[config.mk]
export PLATFORM = sky130hd
export DESIGN_NAME = msix_vector_ctrl
export DESIGN_NICKNAME = d
export VERILOG_FILES = /design/src/rtl/msix_vc_pkg.sv /design/src/rtl/msix_vt_store.sv /design/src/rtl/msix_vt_scan.sv /design/src/rtl/msix_vt_dispatch.sv /design/src/rtl/msix_vector_ctrl.sv
export SDC_FILE = /design/constraint.sdc
export NUM_CORES = 2
export LEC_CHECK = 0
export BUFFER_PORTS_ARGS = -buffer_cell sky130_fd_sc_hd__buf_4
export CAP_MARGIN = 30
export CORE_MARGIN = 2
export CORE_UTILIZATION = 45
export DETAILED_ROUTE_END_ITERATION = 12
export PLACE_DENSITY = 0.6
export SLEW_MARGIN = 5
export SYNTH_ARGS = -nofsm -noshare
export SYNTH_HDL_FRONTEND = slang
export SYNTH_SLANG_ARGS = --single-unit
export TNS_END_PERCENT = 100
[constraint.sdc]
create_clock -name clk -period 5.63 [get_ports clk]
set_input_delay 0.2815 -clock clk [delete_from_list [all_inputs] [get_ports clk]]
set_output_delay 0.2815 -clock clk [all_outputs]
set_load 0.02 [all_outputs]
[src/rtl/msix_vc_pkg.sv]
package msix_vc_pkg;
  localparam int          WIN_W      = 12;
  localparam logic [11:0] PBA_OFS    = 12'h800;
  localparam int          ENT_WORDS  = 4;
  localparam int          ENT_BYTES  = 16;

  typedef enum logic [1:0] {
    W_ADDR_LO = 2'd0,
    W_ADDR_HI = 2'd1,
    W_DATA    = 2'd2,
    W_CTRL    = 2'd3
  } ent_word_e;
endpackage

[src/rtl/msix_vt_store.sv]
module msix_vt_store
  import msix_vc_pkg::*;
#(
  parameter int NUM_VEC = 8
) (
  input  logic                       clk,
  input  logic                       rst_n,
  input  logic [WIN_W-1:0]           acc_ofs,
  input  logic                       wr_en,
  input  logic [31:0]                wr_data,
  output logic [31:0]                rd_data,
  input  logic [NUM_VEC-1:0]         pend,
  output logic [63:0]                ent_addr [NUM_VEC],
  output logic [31:0]                ent_data [NUM_VEC],
  output logic [NUM_VEC-1:0]         ent_mask,
  output logic                       chk_valid,
  output logic [$clog2(NUM_VEC)-1:0] chk_idx
);
  // Table must stay below the pending region: NUM_VEC <= 128.
  localparam int          IDX_W     = $clog2(NUM_VEC);
  localparam int          TBL_WORDS = NUM_VEC * ENT_WORDS;
  localparam int          WIDX_W    = $clog2(TBL_WORDS);
  localparam logic [12:0] TBL_END   = 13'(TBL_WORDS * 4);
  localparam int          PBA_WORDS = (NUM_VEC + 31) / 32;
  localparam logic [12:0] PBA_END   = 13'(int'(PBA_OFS) + PBA_WORDS * 4);

  logic [31:0] words [TBL_WORDS];
  logic        in_tbl, in_pba;
  logic [WIDX_W-1:0] word_idx;
  logic [PBA_WORDS*32-1:0] pend_pad;

  assign in_tbl   = {1'b0, acc_ofs} < TBL_END;
  assign in_pba   = (acc_ofs >= PBA_OFS) && ({1'b0, acc_ofs} < PBA_END);
  assign word_idx = acc_ofs[WIDX_W+1:2];
  assign pend_pad = {{(PBA_WORDS*32-NUM_VEC){1'b0}}, pend};

  always_ff @(posedge clk) begin
    if (!rst_n) begin
      for (int i = 0; i < TBL_WORDS; i++) words[i] <= '0;
      chk_valid <= 1'b0;
      chk_idx   <= '0;
    end else begin
      if (wr_en && in_tbl) words[word_idx] <= wr_data;
      chk_valid <= wr_en && in_tbl;
      chk_idx   <= acc_ofs[IDX_W+3:4];
    end
  end

  for (genvar v = 0; v < NUM_VEC; v++) begin : g_ent
    assign ent_addr[v] = {words[v*ENT_WORDS + int'(W_ADDR_HI)],
                          words[v*ENT_WORDS + int'(W_ADDR_LO)][31:2], 2'b00};
    assign ent_data[v] = words[v*ENT_WORDS + int'(W_DATA)];
    assign ent_mask[v] = words[v*ENT_WORDS + int'(W_CTRL)][0];
  end

  always_comb begin
    rd_data = '0;
    if (in_tbl) begin
      rd_data = words[word_idx];
    end else if (in_pba) begin
      for (int w = 0; w < PBA_WORDS; w++)
        if (acc_ofs[10:2] == 9'(w)) rd_data = pend_pad[32*w +: 32];
    end
  end


  pba_wr_ignored_chk: assert property (@(posedge clk) disable iff (!rst_n)
    (wr_en && acc_ofs >= PBA_OFS) |=> !chk_valid);
endmodule

[src/rtl/msix_vt_scan.sv]
module msix_vt_scan #(
  parameter int NUM_VEC = 8
) (
  input  logic                       clk,
  input  logic                       rst_n,
  input  logic                       start,
  input  logic                       stall,
  output logic                       scan_go,
  output logic [$clog2(NUM_VEC)-1:0] scan_idx
);
  localparam int                   IDX_W = $clog2(NUM_VEC);
  localparam logic [IDX_W-1:0]     LAST  = IDX_W'(NUM_VEC - 1);

  logic active;

  always_ff @(posedge clk) begin
    if (!rst_n) begin
      active   <= 1'b0;
      scan_idx <= '0;
    end else if (start) begin
      active   <= 1'b1;
      scan_idx <= '0;
    end else if (active && !stall) begin
      if (scan_idx == LAST) active <= 1'b0;
      scan_idx <= scan_idx + 1'b1;
    end
  end

  assign scan_go = active && !stall;


  scan_hold_chk: assert property (@(posedge clk) disable iff (!rst_n)
    (active && stall && !start) |=> (active && $stable(scan_idx)));
endmodule

[src/rtl/msix_vt_dispatch.sv]
module msix_vt_dispatch #(
  parameter int NUM_VEC = 8
) (
  input  logic                       clk,
  input  logic                       rst_n,
  input  logic [NUM_VEC-1:0]         irq_level,
  input  logic                       open,
  input  logic [NUM_VEC-1:0]         ent_mask,
  input  logic [63:0]                ent_addr [NUM_VEC],
  input  logic [31:0]                ent_data [NUM_VEC],
  input  logic                       chk_valid,
  input  logic [$clog2(NUM_VEC)-1:0] chk_idx,
  input  logic                       scan_go,
  input  logic [$clog2(NUM_VEC)-1:0] scan_idx,
  output logic [NUM_VEC-1:0]         pend,
  output logic                       stall,
  output logic                       msg_valid,
  input  logic                       msg_ready,
  output logic [63:0]                msg_addr,
  output logic [31:0]                msg_data
);
  localparam int IDX_W = $clog2(NUM_VEC);

  logic [NUM_VEC-1:0] irq_q, rise, fire_q, set_fire, set_pend, pick_oh;
  logic [IDX_W-1:0]   pick_idx;
  logic               any_fire, slot_free;

  assign rise      = irq_level & ~irq_q;
  assign slot_free = !msg_valid || msg_ready;
  assign stall     = !slot_free;
  assign any_fire  = |fire_q;

  always_comb begin
    set_fire = '0;
    set_pend = '0;
    for (int v = 0; v < NUM_VEC; v++) begin
      if (rise[v]) begin
        if (!open || ent_mask[v]) set_pend[v] = 1'b1;
        else                      set_fire[v] = 1'b1;
      end
    end
    if (chk_valid && pend[chk_idx] && !ent_mask[chk_idx] && open)
      set_fire[chk_idx] = 1'b1;
    if (scan_go && pend[scan_idx] && !ent_mask[scan_idx] && open)
      set_fire[scan_idx] = 1'b1;
  end

  always_comb begin
    pick_idx = '0;
    for (int v = NUM_VEC - 1; v >= 0; v--)
      if (fire_q[v]) pick_idx = IDX_W'(v);
    pick_oh = '0;
    if (slot_free && any_fire) pick_oh[pick_idx] = 1'b1;
  end

  always_ff @(posedge clk) begin
    if (!rst_n) begin
      irq_q     <= '0;
      fire_q    <= '0;
      pend      <= '0;
      msg_valid <= 1'b0;
      msg_addr  <= '0;
      msg_data  <= '0;
    end else begin
      irq_q  <= irq_level;
      fire_q <= (fire_q & ~pick_oh) | set_fire;
      pend   <= (pend & ~pick_oh) | set_pend;
      if (slot_free) begin
        msg_valid <= any_fire;
        if (any_fire) begin
          msg_addr <= ent_addr[pick_idx];
          msg_data <= ent_data[pick_idx];
        end
      end
    end
  end


  msg_hold_chk: assert property (@(posedge clk) disable iff (!rst_n)
    (msg_valid && !msg_ready) |=> (msg_valid && $stable(msg_addr) && $stable(msg_data)));


  msg_src_chk: assert property (@(posedge clk) disable iff (!rst_n)
    $rose(msg_valid) |-> $past(any_fire));

  for (genvar v = 0; v < NUM_VEC; v++) begin : g_chk

    masked_pend_chk: assert property (@(posedge clk) disable iff (!rst_n)
      (rise[v] && (!open || ent_mask[v])) |=> pend[v]);
  end
endmodule

[src/rtl/msix_vector_ctrl.sv]
module msix_vector_ctrl #(
  parameter int NUM_VEC = 8
) (
  input  logic               clk,
  input  logic               rst_n,
  input  logic [11:0]        bus_ofs,
  input  logic               bus_wr,
  input  logic [31:0]        bus_wdata,
  output logic [31:0]        bus_rdata,
  input  logic [NUM_VEC-1:0] irq_level,
  input  logic               fn_enable,
  input  logic               fn_mask,
  input  logic               rescan_req,
  output logic               msg_valid,
  input  logic               msg_ready,
  output logic [63:0]        msg_addr,
  output logic [31:0]        msg_data
);
  localparam int IDX_W = $clog2(NUM_VEC);

  logic [63:0]        ent_addr [NUM_VEC];
  logic [31:0]        ent_data [NUM_VEC];
  logic [NUM_VEC-1:0] ent_mask, pend;
  logic               chk_valid, scan_go, stall, open, start;
  logic [IDX_W-1:0]   chk_idx, scan_idx;
  logic               en_q, mask_q;

  assign open  = fn_enable && !fn_mask;
  assign start = rescan_req || (fn_enable && !en_q) || (!fn_mask && mask_q);

  always_ff @(posedge clk) begin
    if (!rst_n) begin
      en_q   <= 1'b0;
      mask_q <= 1'b0;
    end else begin
      en_q   <= fn_enable;
      mask_q <= fn_mask;
    end
  end

  msix_vt_store #(.NUM_VEC(NUM_VEC)) u_store (
    .clk(clk), .rst_n(rst_n), .acc_ofs(bus_ofs), .wr_en(bus_wr),
    .wr_data(bus_wdata), .rd_data(bus_rdata), .pend(pend),
    .ent_addr(ent_addr), .ent_data(ent_data), .ent_mask(ent_mask),
    .chk_valid(chk_valid), .chk_idx(chk_idx)
  );

  msix_vt_scan #(.NUM_VEC(NUM_VEC)) u_scan (
    .clk(clk), .rst_n(rst_n), .start(start), .stall(stall),
    .scan_go(scan_go), .scan_idx(scan_idx)
  );

  msix_vt_dispatch #(.NUM_VEC(NUM_VEC)) u_disp (
    .clk(clk), .rst_n(rst_n), .irq_level(irq_level), .open(open),
    .ent_mask(ent_mask), .ent_addr(ent_addr), .ent_data(ent_data),
    .chk_valid(chk_valid), .chk_idx(chk_idx), .scan_go(scan_go),
    .scan_idx(scan_idx), .pend(pend), .stall(stall),
    .msg_valid(msg_valid), .msg_ready(msg_ready),
    .msg_addr(msg_addr), .msg_data(msg_data)
  );
endmodule

==> results.py <==
metrics = {
    "status": {
        "status": "finished, final reports clean",
    },
    "worst_setup_path": {
        "cp-start-kind": "primary input",
        "crit_slowest_cell": "nor2b_4",
        "crit_type": "in2out",
        "worstPathArrival_ns": 3.74,
        "cp_num_buf_inv": 4,
        "critPathMaxStageDelay_ns": 0.72,
        "crit_required_ns": 5.35,
        "crit_family": "buffers and inverters",
        "endpoint_kind": "output pin",
        "path_common_cell": "buf_4",
        "path_cells": "dlygate4sd3_1, buf_4, nor2b_1, nor2b_4, buf_4, a22oi_1, a41oi_1, buf_4",
        "crit_path_max_fanout": 25,
    },
    "place": {
        "numPortBuffers": 183,
        "dp.final_hpwl_mm": 130.9,
        "gp_congestion": 0.9214,
    },
    "floorplanning": {
        "die_area_um2": 126800,
        "io_pins": 188,
        "initial_core_util_pct": 45.23,
        "core_um2": 123300,
        "die_h_um": 356.0,
        "chipWidth_um": 356.0,
        "rows": 129,
    },
    "global_routing": {
        "grt_max_degree": 94,
        "grt_antenna_before_repair": 12,
        "grt_pass1_vias": 38250,
        "grt_overflow": 0,
        "grt_pass1_wl_mm": 298.0,
        "track_usage_pct": 33.59,
    },
    "route": {
        "routed_wl_mm": 216.6,
        "wl_per_cell_um": 36.05,
        "met3WireLength_mm": 27.26,
        "drtIter0Drc": 6097,
        "firstDrtPassIters": 5,
        "drc": 0,
        "vias_per_cell": 6.652,
        "routed.top_layer": "met5",
        "wl_met2_mm": 96.72,
        "dr_total_vias": 39970,
        "antenna_left": 0,
        "wl_met1_mm": 82.32,
    },
    "pwr": {
        "ir_drop_v": 0.0002944,
        "leakage_uw": 0.02200,
        "power_uw": 20130,
        "powerDensity_nw_per_um2": 316.5,
    },
    "finish": {
        "register_area_um2": 33330,
        "fin_nets": 4322,
        "fin_util_pct": 51.57,
        "nFillCells": 10540,
        "multi_input_area_um2": 21140,
        "drive_gt1_share_pct": 17.95,
        "area_delta_synth_final_pct": 14.04,
    },
    "hold_path": {
        "hp-class": "in2reg",
    },
    "logic_synthesis": {
        "synth_ff_type": "edfxtp_1",
        "avgSynthCellArea_um2": 13.12,
        "ys_warn_count": 0,
        "ys_seq_area_share_pct": 59.77,
        "async_flop_share_pct": 0,
        "synth_top_area_share_pct": 55.14,
        "syn_area_um2": 55770,
        "synth-edff-count": 1024,
        "synth_area_leaders": "edfxtp_1 (55%), and2_1 (12%), mux4_2 (7.8%)",
        "yosysTopAreaCell": "edfxtp_1",
        "yosysUniqueCellTypes": 72,
        "syn_inst": 4252,
        "ys_ff_latch": 1153,
    },
    "sta": {
        "relSlewSlack_pct": 24.60,
        "min_period_ns": 4.018,
        "hold_viol": 0,
        "skew_ns": 0.04106,
        "setup_tns_ns": 0,
        "grt_setup_unrepaired": "no",
        "max_freq_ghz": 0.2489,
        "setup_viol": 0,
        "min_period_over_period_pct": 71.37,
        "tightest_slew_ns": 1.131,
        "maxSlewViolCount": 0,
    },
    "cts": {
        "clk_latency_ns": 0.75,
        "clock_sinks": 1153,
        "cts_setup_buffers": 0,
        "cts.path.max_buffers": 3,
        "cts-root-buf": "clkbuf_16",
        "cts_hold_buf": 25,
        "cts_tree": "yes",
        "ctsHtreeMaxLevel": 3,
        "post_cts_resized": 0,
        "path_clk_slew_ns": 0.06,
        "cts_buffers": 120,
    },
    "job": {
        "maxCapViolations": 0,
    },
}
-- where the power goes --
| part | internal [µW] | switching, µW | leakage [µW] |
|---|---|---|---|
| clock | 4500 | 3500 | 0.00190 |
| combinational | 735 | 1350 | 0.00933 |
| sequential | 9750 | 284 | 0.0108 |
| total | 15000 | 5140 | 0.0220 |
-- cell usage in the layout (no fill, tap or decap), drive strengths merged, types with 7 or more instances in the layout --
cell type	count
a31oi	68
nand4	54
clkbuf	164
a21oi	71
buf	312
o21ai	118
inv	10
nand2b	7
dfxtp	129
dlygate4sd3	25
o22ai	65
a41oi	24
clkinv	50
a221o	117
nand2	204
a21o	37
nor3	7
nor4	17
mux2i	128
nand3	9
edfxtp	1024
a22oi	335
nor2b	19
bufinv	9
and2	1044
nor2	49
mux4	193
-- cells in the mapped netlist (all sizes together), types with 4 or more instances --
cell type	n
nand2b	7
a21oi	71
or4	4
inv	8
or4b	4
o31ai	4
nor3	7
nand4bb	6
and3	4
mux4	193
mux2i	128
a31oi	68
edfxtp	1024
a41oi	24
nor4	17
nand4	54
clkbuf	329
a21o	37
o22ai	65
dfxtp	129
and2	1044
nand3	9
or2	6
buf	122
nor3b	4
a22oi	335
nor2b	19
nor2	49
a221o	117
nand2	204
o21ai	118
nand4b	6
-- worst register-to-register path, stage by stage (launching register included) --
cell,delay [ns]
dfxtp_1,0.52
or2_4,0.59
buf_4,0.71
nor2_4,0.09
buf_4,0.31
buf_4,0.49
a22oi_1,0.34
a31oi_1,0.13
a221o_1,0.29
-- kinds of logic (layout without fill, tap and decap cells) --
logic type / after synthesis / after routing / share of synthesized area, %
flops: 1153 / 1153 / 59.77
xor+xnor: 1 / 1 / 0.01571
other cells: 1 / 7 / 0.006724
buf+inv: 460 / 574 / 3.513
mux: 323 / 323 / 10.13
compound gates: 857 / 857 / 11.02
fa+ha+maj: 2 / 2 / 0.04486
simple gates: 1455 / 1455 / 15.49
-- area by class of cell --
cell class	count	area share, %
flip-flops and latches	1153	52.41
multi-input cells	2640	33.24
clock buffers	164	5.174
repair buffers	337	4.942
well taps	1637	3.221
clock inverters	64	0.9404
inverters	9	0.05312
diodes	5	0.01967
-- per-layer routing --
layer  GRT usage (%)  vias up
met3           8.256      525
li1                -    16150
met5          0.5283        -
met4           14.57        8
met2           50.84     3003
met1           46.04    20280
-- flip-flops by register name, indices dropped and copies added, names as in the netlist, 3 cells and up --
register,count
u_store.words,1024
u_disp.irq_q,8
u_disp.pend,8
u_store.chk_idx,3
u_disp.msg_addr,62
u_disp.msg_data,32
u_scan.scan_idx,3
u_disp.fire_q,8
-- final timing paths --
path                                                       endpoint  slack (ns)                             start  cells after the start
worst min-delay path            u_store.words[18][23]$_SDFFCE_PN0P_        0.05                     bus_wdata[23]                      2
worst min register to register     u_disp.msg_addr[12]$_SDFFE_PN0P_        0.49  u_disp.msg_addr[12]$_SDFFE_PN0P_                      1
worst max register to register      u_disp.msg_addr[8]$_SDFFE_PN0P_        2.05       u_disp.fire_q[0]$_SDFF_PN0_                      8
worst max-delay path                                  bus_rdata[23]        1.61                        bus_ofs[5]                      8
-- through the flow --
| step | setup WS, ns | instances | cell area [µm²] | hold WS, ns |
|---|---|---|---|---|
| 3_3_place_gp | 1.899 | 5738 | 59130 | 0.4769 |
| 2_1_floorplan | 1.369 | 4253 | 55770 | 0.3761 |
| 3_5_place_dp | 1.955 | 5749 | 59390 | 0.4772 |
| 4_1_cts | 1.825 | 6002 | 63530 | 0.01060 |
| 6_report | 1.612 | 6009 | 63600 | 0.05172 |
| 5_1_grt | 1.603 | 6004 | 63580 | 0.04516 |
Note: power is estimated with default switching activity, not from simulation.
